File: config.mk
export PLATFORM = sky130hd
export DESIGN_NAME = cc_timer
export DESIGN_NICKNAME = d
export VERILOG_FILES = /design/src/rtl/cc_timer_pkg.sv /design/src/rtl/cc_sync_edge.sv /design/src/rtl/cc_count_core.sv /design/src/rtl/cc_ccr_chan.sv /design/src/rtl/cc_timer.sv
export SDC_FILE = /design/constraint.sdc
export NUM_CORES = 1
export LEC_CHECK = 0
export BUFFER_PORTS_ARGS = -buffer_cell sky130_fd_sc_hd__buf_2
export CAP_MARGIN = 0
export CORE_AREA = 2 2 101 103
export CTS_BUF_LIST = sky130_fd_sc_hd__clkbuf_4 sky130_fd_sc_hd__clkbuf_8
export CTS_CLUSTER_DIAMETER = 200
export DETAILED_ROUTE_END_ITERATION = 7
export DIE_AREA = 0 0 103 105
export MAX_ROUTING_LAYER = met4
export PLACE_DENSITY = 0.61
export SYNTH_ARGS = -nofsm -noshare
export SYNTH_HDL_FRONTEND = slang
export SYNTH_HIERARCHICAL = 1
export SYNTH_SLANG_ARGS = --single-unit
File: constraint.sdc
create_clock -name clk -period 6.2 [get_ports clk]
set_clock_uncertainty 0.05 [all_clocks]
set_input_delay 0.31 -clock clk [delete_from_list [all_inputs] [get_ports clk]]
set_output_delay 0.31 -clock clk [all_outputs]
set_load 0.1 [all_outputs]
File: src/rtl/cc_timer_pkg.sv
package cc_timer_pkg;
   typedef enum logic [1:0] {
      MODE_STOP = 2'b00,
      MODE_FREE = 2'b01,
      MODE_MCLR = 2'b10,
      MODE_PCLR = 2'b11
   } tmr_mode_e;

   localparam logic [1:0] ADDR_CH0  = 2'd0;
   localparam logic [1:0] ADDR_CH1  = 2'd1;
   localparam logic [1:0] ADDR_CTRL = 2'd2;

   localparam int CTL_EDGE = 2;
   localparam int CTL_CAP0 = 4;
   localparam int CTL_SRC  = 6;
   localparam int CTL_OVF  = 8;
   localparam int CTL_BITS = 9;
endpackage

File: src/rtl/cc_sync_edge.sv
module cc_sync_edge #(
   parameter int STAGES = 2
) (
   input  logic       clk,
   input  logic       rst_n,
   input  logic       pin_i,
   input  logic [1:0] sel_i,
   output logic       hit_o
);
   if (STAGES < 2) begin : g_bad_stages
      $error("cc_sync_edge: STAGES must be at least 2");
   end

   logic [STAGES-1:0] sh_q;
   logic              prev_q;
   logic              rise, fall;

   always_ff @(posedge clk) begin
      if (!rst_n) begin
         sh_q   <= '0;
         prev_q <= 1'b0;
      end else begin
         sh_q   <= {sh_q[STAGES-2:0], pin_i};
         prev_q <= sh_q[STAGES-1];
      end
   end

   assign rise = sh_q[STAGES-1] & ~prev_q;
   assign fall = ~sh_q[STAGES-1] & prev_q;

   always_comb begin
      case (sel_i)
         2'b00:   hit_o = rise;
         2'b01:   hit_o = fall;
         default: hit_o = rise | fall;
      endcase
   end
endmodule

File: src/rtl/cc_count_core.sv
module cc_count_core
   import cc_timer_pkg::*;
#(
   parameter int W = 16
) (
   input  logic         clk,
   input  logic         rst_n,
   input  tmr_mode_e    mode_i,
   input  logic         cnt_en_i,
   input  logic         pin_clr_i,
   input  logic [W-1:0] cmp0_i,
   input  logic         ovf_clr_i,
   output logic         step_o,
   output logic [W-1:0] count_o,
   output logic         ovf_o,
   output logic         wrap_pend_o
);
   logic run, pclr, at_top, reload;

   assign run    = (mode_i != MODE_STOP);
   assign pclr   = (mode_i == MODE_PCLR) && pin_clr_i;
   assign step_o = run && cnt_en_i && !pclr;
   assign at_top = (count_o == {W{1'b1}});
   assign reload = (mode_i == MODE_MCLR) && (count_o == cmp0_i);

   always_ff @(posedge clk) begin
      if (!rst_n) begin
         count_o     <= '0;
         wrap_pend_o <= 1'b0;
      end else if (!run) begin
         count_o     <= '0;
         wrap_pend_o <= 1'b0;
      end else if (pclr) begin
         count_o     <= '0;
      end else if (step_o) begin
         count_o     <= reload ? '0 : count_o + W'(1);
         wrap_pend_o <= at_top;
      end
   end

   always_ff @(posedge clk) begin
      if (!rst_n)
         ovf_o <= 1'b0;
      else if (step_o && at_top)
         ovf_o <= 1'b1;
      else if (ovf_clr_i && !wrap_pend_o)
         ovf_o <= 1'b0;
   end
endmodule

File: src/rtl/cc_ccr_chan.sv
module cc_ccr_chan #(
   parameter int W = 16
) (
   input  logic         clk,
   input  logic         rst_n,
   input  logic         run_i,
   input  logic         cap_mode_i,
   input  logic         cap_trig_i,
   input  logic         step_i,
   input  logic [W-1:0] count_i,
   input  logic         wr_i,
   input  logic [W-1:0] wr_data_i,
   output logic [W-1:0] val_o,
   output logic         irq_o
);
   logic cap_hit, cmp_hit;

   assign cap_hit = run_i && cap_mode_i && cap_trig_i;
   assign cmp_hit = !cap_mode_i && step_i && (count_i == val_o);

   always_ff @(posedge clk) begin
      if (!rst_n) begin
         val_o <= '0;
         irq_o <= 1'b0;
      end else begin
         irq_o <= cap_hit || cmp_hit;
         if (cap_hit)
            val_o <= count_i;
         else if (wr_i)
            val_o <= wr_data_i;
      end
   end
endmodule

File: src/rtl/cc_timer.sv
module cc_timer
   import cc_timer_pkg::*;
#(
   parameter int W           = 16,
   parameter int SYNC_STAGES = 2
) (
   input  logic         clk,
   input  logic         rst_n,
   input  logic         tick,
   input  logic         evt_pin,
   input  logic         cap_pin,
   input  logic         wr_en,
   input  logic [1:0]   wr_addr,
   input  logic [W-1:0] wr_data,
   input  logic         rd_en,
   input  logic [1:0]   rd_addr,
   output logic [W-1:0] rd_data,
   output logic [1:0]   irq_ch,
   output logic         ovf_flag,
   output logic [W-1:0] count
);
   localparam int NCH = 2;

   if (W < CTL_BITS) begin : g_bad_width
      $error("cc_timer: W must hold the control word");
   end

   tmr_mode_e        mode_q;
   logic [1:0]       edge_q;
   logic [NCH-1:0]   cap_q;
   logic             src_q;
   logic             ctrl_wr;
   logic             evt_hit, cap_hit;
   logic             cnt_en, step, wrap_pend, run, ovf_clr, pin_clr;
   logic [NCH-1:0]   ch_wr;
   logic [W-1:0]     ch_val [NCH];
   logic [W-1:0]     ctrl_rd;

   assign ctrl_wr = wr_en && (wr_addr == ADDR_CTRL);
   assign run     = (mode_q != MODE_STOP);
   assign ovf_clr = ctrl_wr && !wr_data[CTL_OVF];

   always_ff @(posedge clk) begin
      if (!rst_n) begin
         mode_q <= MODE_STOP;
         edge_q <= 2'b00;
         cap_q  <= '0;
         src_q  <= 1'b0;
      end else if (ctrl_wr) begin
         mode_q <= tmr_mode_e'(wr_data[1:0]);
         cap_q  <= wr_data[CTL_CAP0 +: NCH];
         src_q  <= wr_data[CTL_SRC];
         if (mode_q == MODE_STOP)
            edge_q <= wr_data[CTL_EDGE +: 2];
      end
   end

   cc_sync_edge #(.STAGES(SYNC_STAGES)) u_evt_sync (
      .clk(clk), .rst_n(rst_n), .pin_i(evt_pin), .sel_i(edge_q), .hit_o(evt_hit)
   );

   cc_sync_edge #(.STAGES(SYNC_STAGES)) u_cap_sync (
      .clk(clk), .rst_n(rst_n), .pin_i(cap_pin), .sel_i(2'b00), .hit_o(cap_hit)
   );

   assign cnt_en  = src_q ? evt_hit : tick;
   assign pin_clr = evt_hit;

   cc_count_core #(.W(W)) u_core (
      .clk(clk), .rst_n(rst_n), .mode_i(mode_q), .cnt_en_i(cnt_en),
      .pin_clr_i(pin_clr), .cmp0_i(ch_val[0]), .ovf_clr_i(ovf_clr),
      .step_o(step), .count_o(count), .ovf_o(ovf_flag), .wrap_pend_o(wrap_pend)
   );

   for (genvar c = 0; c < NCH; c++) begin : g_ch
      assign ch_wr[c] = wr_en && (wr_addr == 2'(c));
      cc_ccr_chan #(.W(W)) u_chan (
         .clk(clk), .rst_n(rst_n), .run_i(run), .cap_mode_i(cap_q[c]),
         .cap_trig_i(cap_hit), .step_i(step), .count_i(count),
         .wr_i(ch_wr[c]), .wr_data_i(wr_data), .val_o(ch_val[c]), .irq_o(irq_ch[c])
      );
   end

   always_comb begin
      ctrl_rd                  = '0;
      ctrl_rd[1:0]             = mode_q;
      ctrl_rd[CTL_EDGE +: 2]   = edge_q;
      ctrl_rd[CTL_CAP0 +: NCH] = cap_q;
      ctrl_rd[CTL_SRC]         = src_q;
      ctrl_rd[CTL_OVF]         = ovf_flag;
   end

   always_comb begin
      rd_data = '0;
      if (rd_en) begin
         case (rd_addr)
            ADDR_CH0:  rd_data = ch_val[0];
            ADDR_CH1:  rd_data = ch_val[1];
            ADDR_CTRL: rd_data = ctrl_rd;
            default:   rd_data = '0;
         endcase
      end
   end
endmodule

==> flow_summary.ini <==
[timing]
worst_pin_slew_ns = 1.10
setup_viol = 0
rsz0062_at_grt = false
hold_slack_ns = 0.118
finalHoldViolations = 0
slew_headroom_pct = 26.4
fin_crit_sh_pct = 38.2
fmax_ghz = 0.422
post-route-min-period_ns = 2.37
finalSetupTns_ns = 0
slew_violations = 0

[setup_path]
crit_type = reg -> reg
crit_required_ns = 6.41
critical_path_arrival_ns = 2.58
critPathBufInv = 1
cp-start-kind = flop
critPathSlowestCell = or3_1
worst_path_largest_cell_delay_ns = 0.37
r2r.worst_path.cells = 9
critPathTopFamily = simple AND/OR/NAND/NOR gates
crit_path_end_kind = flop
critPathMaxFanout = 4
cp.depth = 9
crit_chain = inv_1, ha_1, mux2i_1, mux2_2, o21ai_0, nor2_1, nand3_1, or3_1, o22ai_2

[finish]
final_cells = 615
fin_util_pct = 46.0
final_net_count = 509
diodes = 0
layout-drive-gt1-share_pct = 19.1
final_cell_area_mm2 = 0.00444
area_delta_synth_final_pct = 14.6

[drt]
dr_total_vias = 3256
top_layer_used = met4
antenna_left = 0
wl_met1_um = 4840
wl_met2_um = 4760
drc_errors = 0
vias_per_cell = 5.29
firstDrtPassIters = 5
wl_met3_um = 489
drtIter0Drc = 120
wl_per_cell_um = 16.7
wl_um = 10200

[synthesis]
yosys_warnings = 6
yosysMostFrequentCell = nor2_1
synth_edf_count = 0
syn_area_mm2 = 0.00387
synth_cell_types = 45
yosysTopAreaCellShare_pct = 33.6
postSynthRegisterBits = 65
synth_area_leaders = dfxtp_1, mux2i_1, xor2_1
synthFlopType = dfxtp_1
syn_area_per_cell_um2 = 9.20
yosysTopAreaCell = dfxtp_1
synth_commonest_cells = nor2_1, dfxtp_1, mux2i_1
synthCells = 421
synth-async-reset-ratio_pct = 0
yosysSeqAreaShare_pct = 33.6

[cts]
cts_max_path_buffers = 2
clk_pin_slew_ns = 0.07
cts-buffers-inserted = 9
cts_root_buf = clkbuf_8
cts_resized = 0
clock_latency_ns = 0.34
clock_sinks = 65
cts_hold_buf = 0
htree_num_levels = 3
cts_tree = built
postCtsSetupBuffers = 0

[floorplan]
coreArea_mm2 = 0.00964
dieArea_mm2 = 0.0108
ioPinCount = 62
rows = 36
die_w_um = 103
initial_core_util_pct = 40.2
die_h_um = 105

[global_route]
grt-ovfl-total = 0
grt_pass1_wl_um = 16100
antenna_found_initial = 0
grt_use_total_pct = 19.9
grt_max_degree = 34
grt_pass1_vias = 3033

[power_and_ir_drop]
power.density_mw_per_mm2 = 214
p_leak_nw = 1.99
peakVddDrop_uv = 99.1

[place]
io_buffers = 61
place.gp.congestion = 0.807
dpl.cell_count = 599
dp_hpwl_um = 7310
place_area_mm2 = 0.00422

[flow_run]
drv_cap = 0

[hold_path]
hold_class = in -> reg
hold_depth = 2

[status]
status = finished, final reports clean
## layer usage
layer | global-route usage (%) | vias to the layer above
met4 | 5.83 | 0
li1 | - | 1583
met2 | 29.8 | 95
met5 | - | -
met3 | 2.81 | 13
met1 | 27.9 | 1565
## layout by cell type, fill, tap and decap left out, drive strengths merged, types with 15 or more instances in the layout
master  netlist  routed
a211oi       32      32
buf          15      64
dfxtp        65      65
mux2i        59      59
nand2        15      15
nand3        16      16
nor2         66      66
xnor2        18      18
xor2         45      45
## area by class of cell
class,instances,area [um^2]
tap,133,166
timing repair buffer,64,328
clock inverter,3,65.1
inverter,8,30.0
sequential,65,1300
fill,987,5200
clock buffer,13,154
multi-input combinational,329,2390
## power by group
| part | internal, mW | switching [mW] |
|---|---|---|
| Sequential | 0.428 | 0.0122 |
| Clock | 0.244 | 0.161 |
| Combinational | 0.0402 | 0.0610 |
| Total | 0.713 | 0.235 |
## registers in the layout (all words and copies together), names as in the netlist, 2 cells and up
signal,cells
cap_q,2
edge_q,2
g_ch.u_chan/irq_o,2
g_ch.u_chan/val_o,32
mode_q,2
u_cap_sync/sh_q,2
u_core/count_o,16
u_evt_sync/sh_q,2
## logic make-up (layout without fill, tap and decap cells)
kind of cell    after synthesis  in the layout  share of synthesized area [%]
simple gates                146            146                           19.1
flops                        65             65                           33.6
xor+xnor                     63             63                           14.2
mux                          60             60                           15.5
compound gates               53             53                           11.0
buf+inv                      28             88                           4.85
fa+ha+maj                     5              5                           1.62
other cells                   1              2                         0.0968
## path summary, 6_finish.rpt
kind,from,to,slack (ns)
min,evt_pin,u_evt_sync/sh_q[0],0.12
min reg2reg,u_evt_sync/sh_q[0],u_evt_sync/sh_q[1],0.38
max,u_evt_sync/sh_q[1],g_ch[0].u_chan/irq_o,3.83
max reg2reg,u_evt_sync/sh_q[1],g_ch[0].u_chan/irq_o,3.83
## metrics by stage
stage                     setup WS [ns]  power [mW]
after floorplan                    2.59       0.523
after global placement             3.91       0.549
after detailed placement           3.85       0.551
after CTS                          3.83       0.952
after global routing               3.63       0.982
final                              3.83       0.947
Power figures use the tool's default switching activity.
